[src/rtl/i2c_slv_pkg.sv]
package i2c_slv_pkg;

    typedef enum logic {
        DIR_RX = 1'b0,
        DIR_TX = 1'b1
    } xfer_dir_e;

endpackage

[src/rtl/i2c_slv_rx_path.sv]
module i2c_slv_rx_path #(
    parameter int DW = 8
) (
    input  logic          clk,
    input  logic          rst_n,
    input  logic          en_rx,
    input  logic          stretch_en,
    input  logic          byte_done,
    input  logic [DW-1:0] shift_in,
    input  logic          cpu_rd,
    input  logic          clr_ovr,
    output logic [DW-1:0] data_reg,
    output logic          rxne,
    output logic          btf,
    output logic          ovr
);

    typedef struct packed {
        logic [DW-1:0] dreg;
        logic [DW-1:0] sreg;
        logic          sreg_full;
        logic          rxne;
        logic          ovr;
    } rx_state_t;

    rx_state_t st_d, st_q;

    always_comb begin
        st_d = st_q;
        // CPU read first: frees the data register or pulls the waiting byte up
        if (cpu_rd) begin
            if (st_q.sreg_full) begin
                st_d.dreg      = st_q.sreg;
                st_d.sreg_full = 1'b0;
            end else begin
                st_d.rxne = 1'b0;
            end
        end
        if (clr_ovr) begin
            st_d.ovr = 1'b0;
        end
        if (byte_done && en_rx) begin
            if (!st_d.rxne) begin
                st_d.dreg = shift_in;
                st_d.rxne = 1'b1;
            end else if (stretch_en && !st_d.sreg_full) begin
                st_d.sreg      = shift_in;
                st_d.sreg_full = 1'b1;
            end else if (!stretch_en) begin
                st_d.ovr = 1'b1;  // new byte dropped, unread byte kept
            end
        end
    end

    always_ff @(posedge clk) begin
        if (!rst_n) begin
            st_q <= '0;
        end else begin
            st_q <= st_d;
        end
    end

    assign data_reg = st_q.dreg;
    assign rxne     = st_q.rxne;
    assign btf      = st_q.sreg_full;
    assign ovr      = st_q.ovr;

endmodule

[src/rtl/i2c_slv_tx_path.sv]
module i2c_slv_tx_path #(
    parameter int DW = 8
) (
    input  logic          clk,
    input  logic          rst_n,
    input  logic          en_tx,
    input  logic          stretch_en,
    input  logic          next_clk,
    input  logic          byte_done,
    input  logic          addr_clr,
    input  logic          cpu_wr,
    input  logic [DW-1:0] wdata,
    input  logic          clr_udr,
    output logic [DW-1:0] shift_out,
    output logic          txe,
    output logic          btf,
    output logic          udr
);

    typedef struct packed {
        logic [DW-1:0] dreg;
        logic [DW-1:0] sreg;
        logic          txe;
        logic          btf;
        logic          udr;
    } tx_state_t;

    tx_state_t st_d, st_q;

    always_comb begin
        st_d = st_q;
        if (clr_udr) begin
            st_d.udr = 1'b0;
        end
        if (en_tx) begin
            if (next_clk) begin
                // the shifter takes whatever sits in the data register
                st_d.sreg = st_q.dreg;
                if (st_q.txe && !stretch_en) begin
                    st_d.udr = 1'b1;
                end
                st_d.txe = 1'b1;
                st_d.btf = 1'b0;
            end
            if (byte_done && st_q.txe) begin
                st_d.btf = 1'b1;
            end
            if (addr_clr) begin
                st_d.btf = st_q.txe;
            end
        end
        if (cpu_wr) begin
            st_d.dreg = wdata;
            st_d.txe  = 1'b0;
            st_d.btf  = 1'b0;
        end
    end

    always_ff @(posedge clk) begin
        if (!rst_n) begin
            st_q     <= '0;
            st_q.txe <= 1'b1;
        end else begin
            st_q <= st_d;
        end
    end

    assign shift_out = st_q.sreg;
    assign txe       = st_q.txe;
    assign btf       = st_q.btf;
    assign udr       = st_q.udr;

endmodule

[src/rtl/i2c_slv_hold_ctrl.sv]
module i2c_slv_hold_ctrl (
    input  logic clk,
    input  logic rst_n,
    input  logic stretch_en,
    input  logic dir_tx,
    input  logic scl_low,
    input  logic addr_flag,
    input  logic txe,
    input  logic tx_btf,
    input  logic rxne,
    input  logic rx_btf,
    output logic hold
);

    typedef struct packed {
        logic hold;
    } hold_state_t;

    hold_state_t st_d, st_q;
    logic        need_wait;

    always_comb begin
        need_wait = addr_flag | (dir_tx ? (txe & tx_btf) : (rxne & rx_btf));
        st_d      = st_q;
        // start only in the low phase; once holding, the line stays low
        st_d.hold = stretch_en & need_wait & (scl_low | st_q.hold);
    end

    always_ff @(posedge clk) begin
        if (!rst_n) begin
            st_q <= '0;
        end else begin
            st_q <= st_d;
        end
    end

    assign hold = st_q.hold;

endmodule

[src/rtl/i2c_slv_bytebuf.sv]
module i2c_slv_bytebuf
    import i2c_slv_pkg::*;
#(
    parameter int DW = 8
) (
    input  logic          clk,
    input  logic          rst_n,
    input  logic          cfg_stretch_en,
    input  logic          cfg_dir_tx,
    input  logic          ev_addr_match,
    input  logic          ev_byte_done,
    input  logic          ev_next_clk,
    input  logic          scl_low,
    input  logic [DW-1:0] rx_shift_data,
    output logic [DW-1:0] tx_shift_data,
    input  logic          cpu_rd,
    input  logic          cpu_wr,
    input  logic [DW-1:0] cpu_wdata,
    output logic [DW-1:0] cpu_rdata,
    input  logic          cpu_addr_clr,
    input  logic          clr_ovr,
    input  logic          clr_udr,
    output logic          flag_rxne,
    output logic          flag_txe,
    output logic          flag_btf,
    output logic          flag_addr,
    output logic          flag_ovr,
    output logic          flag_udr,
    output logic          scl_hold
);

    typedef struct packed {
        logic addr;
    } top_state_t;

    top_state_t st_d, st_q;
    xfer_dir_e  dir;
    logic       is_tx;
    logic       rx_btf, tx_btf;

    assign dir   = xfer_dir_e'(cfg_dir_tx);
    assign is_tx = (dir == DIR_TX);

    always_comb begin
        st_d = st_q;
        if (cpu_addr_clr) begin
            st_d.addr = 1'b0;
        end
        if (ev_addr_match) begin
            st_d.addr = 1'b1;
        end
    end

    always_ff @(posedge clk) begin
        if (!rst_n) begin
            st_q <= '0;
        end else begin
            st_q <= st_d;
        end
    end

    i2c_slv_rx_path #(.DW(DW)) u_rx (
        .clk        (clk),
        .rst_n      (rst_n),
        .en_rx      (!is_tx),
        .stretch_en (cfg_stretch_en),
        .byte_done  (ev_byte_done),
        .shift_in   (rx_shift_data),
        .cpu_rd     (cpu_rd),
        .clr_ovr    (clr_ovr),
        .data_reg   (cpu_rdata),
        .rxne       (flag_rxne),
        .btf        (rx_btf),
        .ovr        (flag_ovr)
    );

    i2c_slv_tx_path #(.DW(DW)) u_tx (
        .clk        (clk),
        .rst_n      (rst_n),
        .en_tx      (is_tx),
        .stretch_en (cfg_stretch_en),
        .next_clk   (ev_next_clk),
        .byte_done  (ev_byte_done),
        .addr_clr   (cpu_addr_clr),
        .cpu_wr     (cpu_wr),
        .wdata      (cpu_wdata),
        .clr_udr    (clr_udr),
        .shift_out  (tx_shift_data),
        .txe        (flag_txe),
        .btf        (tx_btf),
        .udr        (flag_udr)
    );

    i2c_slv_hold_ctrl u_hold (
        .clk        (clk),
        .rst_n      (rst_n),
        .stretch_en (cfg_stretch_en),
        .dir_tx     (is_tx),
        .scl_low    (scl_low),
        .addr_flag  (st_q.addr),
        .txe        (flag_txe),
        .tx_btf     (tx_btf),
        .rxne       (flag_rxne),
        .rx_btf     (rx_btf),
        .hold       (scl_hold)
    );

    assign flag_addr = st_q.addr;
    assign flag_btf  = is_tx ? tx_btf : rx_btf;

endmodule

[config.mk]
export PLATFORM = sky130hd
export DESIGN_NAME = i2c_slv_bytebuf
export DESIGN_NICKNAME = d
export VERILOG_FILES = /design/src/rtl/i2c_slv_pkg.sv /design/src/rtl/i2c_slv_rx_path.sv /design/src/rtl/i2c_slv_tx_path.sv /design/src/rtl/i2c_slv_hold_ctrl.sv /design/src/rtl/i2c_slv_bytebuf.sv
export SDC_FILE = /design/constraint.sdc
export NUM_CORES = 1
export LEC_CHECK = 0
export BUFFER_PORTS_ARGS = -buffer_cell sky130_fd_sc_hd__clkbuf_2
export CORE_MARGIN = 3
export CORE_UTILIZATION = 49
export DETAILED_ROUTE_END_ITERATION = 7
export GPL_TIMING_DRIVEN = 0
export PLACE_DENSITY = 0.79
export SETUP_SLACK_MARGIN = 0.15
export SYNTH_ARGS = -nofsm -noshare
export SYNTH_HDL_FRONTEND = slang
export SYNTH_SLANG_ARGS = --single-unit
[constraint.sdc]
create_clock -name clk -period 1.9 [get_ports clk]
set_clock_uncertainty 0.2 [all_clocks]
set_input_delay 0.095 -clock clk [delete_from_list [all_inputs] [get_ports clk]]
set_output_delay 0.095 -clock clk [all_outputs]
set_load 0.005 [all_outputs]
==> flow_summary.toml <==
[outcome]
outcome = "complete, no violations"

[timing]
tns_ns = 0
relSlewSlack_pct = 52.74
min_period_ns = 1.696
tightest_slew_ns = 0.7089
fmax_mhz = 589.5
setup_viol = 0
timing.final.ws_setup_ns = 0.2035
drv_slew = 0
rsz0062_at_grt = "no"
hold_viol_final = 0
period_share_pct = 89.29

[final_layout]
seq_area_um2 = 800.8
drive_gt1_share_pct = 27.82
instances_no_fill = 328
diodes = 0
area_delta_synth_final_pct = 43.78
final_cell_mix = "48 x clkbuf_2, 40 x dfxtp_1, 37 x nand2_1, 36 x dlygate4sd3_1, 24 x mux2i_1"
final_common_cell = "clkbuf_2"
final_util_pct = 77.62
fin_nets = 312
multi_input_area_um2 = 743.2
nFillCells = 241

[pwr]
max-vdd-ir-drop_mv = 0.5449
p_comb_share_pct = 14.2
p_int_mw = 1.365
powerDensity_mw_per_mm2 = 714.9
power_leakage_nw = 1.137
p_sw_mw = 0.4125
swShare_pct = 23.21
clkPwrFrac_pct = 35.6
seqPwrFrac_pct = 50.2

[clock_tree]
cts_num_sinks = 40
post_cts_buffers = 0
numCtsBuffers = 5
cts_htree_levels = 2
cts.path.max_buffers = 2
clk_pin_slew_ns = 0.12
clock_latency_ns = 0.35
cts_tree = "done"
root_buffer = "clkbuf_4"

[detailed_routing]
wl_um = 4384
wire_per_inst_um = 13.37
via_count = 1648
drtIter0Drc = 60
drc = 0
antenna_left = 0
dr.pass1.iters = 4
vias_per_cell = 5.024

[logic_synthesis]
synth_edf_count = 0
avgSynthCellArea_um2 = 9.006
synth_top_flop_cell = "dfxtp_1"
synthArstFlopShare_pct = 0
synth-seq-cells = 40
syn_inst = 192
yosysUniqueCellTypes = 27
yosys_warnings = 0
ys_seq_area_share_pct = 46.31
syn_area_mm2 = 0.001729
synth_nets = 221

[placement]
place.gp.congestion = 0.7655
dp_cells = 284
port_buffers = 48
hpwl_um = 2546
post-place-ws_ns = 0.3838

[hold_path]
hold_path_class = "in2reg"

[global_routing]
grt_pass1_vias = 1667
grt_max_degree = 13
grt_pass1_wl_um = 7217
grt-ovfl-total = 0
grt_usage_pct = 21.89
antenna_found_initial = 0

[critical_path]
crit_type = "in2reg"
end_kind = "flop"
worstSetupStartpointType = "input port"
cp.required_ns = 1.98
cp_max_fo = 6
cp_data_arrival_time_ns = 1.78

[floorplan]
rows = 20
pin_count = 52
die_w_um = 65.41
initial_core_util_pct = 53.98
core_area_mm2 = 0.003203
fp.dieH_um = 65.41
die_area_mm2 = 0.004278

[job]
maxCapViolCount = 0
==> metrics by stage <==
step | power, mW | instance area, um^2 | hold WS [ns]
floorplan | 1.020 | 1729 | 0.01243
global placement | 1.092 | 2024 | 0.1005
detailed placement | 1.097 | 2024 | 0.1199
CTS | 1.769 | 2480 | 0.006272
global route | 1.843 | 2486 | 0.07717
finish | 1.777 | 2486 | 0.003455
==> metal layers <==
metal / global-route usage (%) / routed length [um] / vias to the layer above
li1: - / - / 819
met3: 5.128 / 232 / 9
met2: 37.93 / 2180 / 51
met1: 25.45 / 1888 / 769
met4: 9.845 / 83 / 0
met5: 0 / 0 / -
==> Yosys cell counts, types with 2 or more instances <==
library cell	n	share of area (%)
a21oi_1	13	3.8
a221oi_1	8	4.1
buf_4	17	7.4
buf_6	2	1.3
clkbuf_1	6	1.3
dfxtp_1	40	46
inv_1	3	0.65
mux2i_1	24	14
nand2_1	37	8.0
nand2b_1	4	1.4
nand3b_1	2	0.87
nor2_1	18	3.9
nor2b_1	2	0.72
o211ai_1	2	0.87
o21ai_0	2	0.58
==> logic make-up after synthesis <==
| group | share of synthesized area, % |
|---|---|
| simple gates | 17.73 |
| buf+inv | 11.07 |
| compound gates | 10.35 |
| mux | 14.54 |
| flops | 46.31 |
==> what timing repair did <==
item,CTS,global route
resized for setup,0,1
hold endpoints to repair,31,0
setup endpoints to repair,0,1
hold buffers,36,0
==> cell type report <==
cell class,count,share of cell area (%)
buffer,26,7.096
inverter,4,0.6039
sequential,40,32.21
timing repair buffer,84,24.16
multi-input combinational,122,29.89
clock buffer,7,2.617
tap,44,2.214
clock inverter,1,1.208
==> power groups by stage <==
stage / registers (mW) / clock network [mW] / logic [mW]
final: 0.892 / 0.633 / 0.253
after global routing: 0.897 / 0.667 / 0.279
after CTS: 0.891 / 0.635 / 0.244
after detailed placement: 0.909 / 0 / 0.187
after global placement: 0.909 / 0 / 0.183
after floorplan: 0.906 / 0 / 0.115
==> worst max-delay path: stages <==
cell and delay [ns]:
buf_6 0.08, dlygate4sd3_1 0.65, o211ai_1 0.15, dlygate4sd3_1 0.59
a211oi_1 0.21
==> final timing paths <==
path	slack [ns]	to	startpoint	cells after the start
setup / recovery	0.20	u_tx.btf$_SDFFE_PP0P_	cfg_dir_tx	5
hold / removal	0.003	u_tx.shift_out[5]$_SDFFE_PN0P_	cfg_dir_tx	4
setup reg to reg	0.23	u_tx.btf$_SDFFE_PP0P_	u_tx.txe$_SDFFE_PN1P_	3
hold reg to reg	0.26	u_tx.shift_out[2]$_SDFFE_PN0P_	u_tx.shift_out[2]$_SDFFE_PN0P_	2
Power figures use the tool's default switching activity.
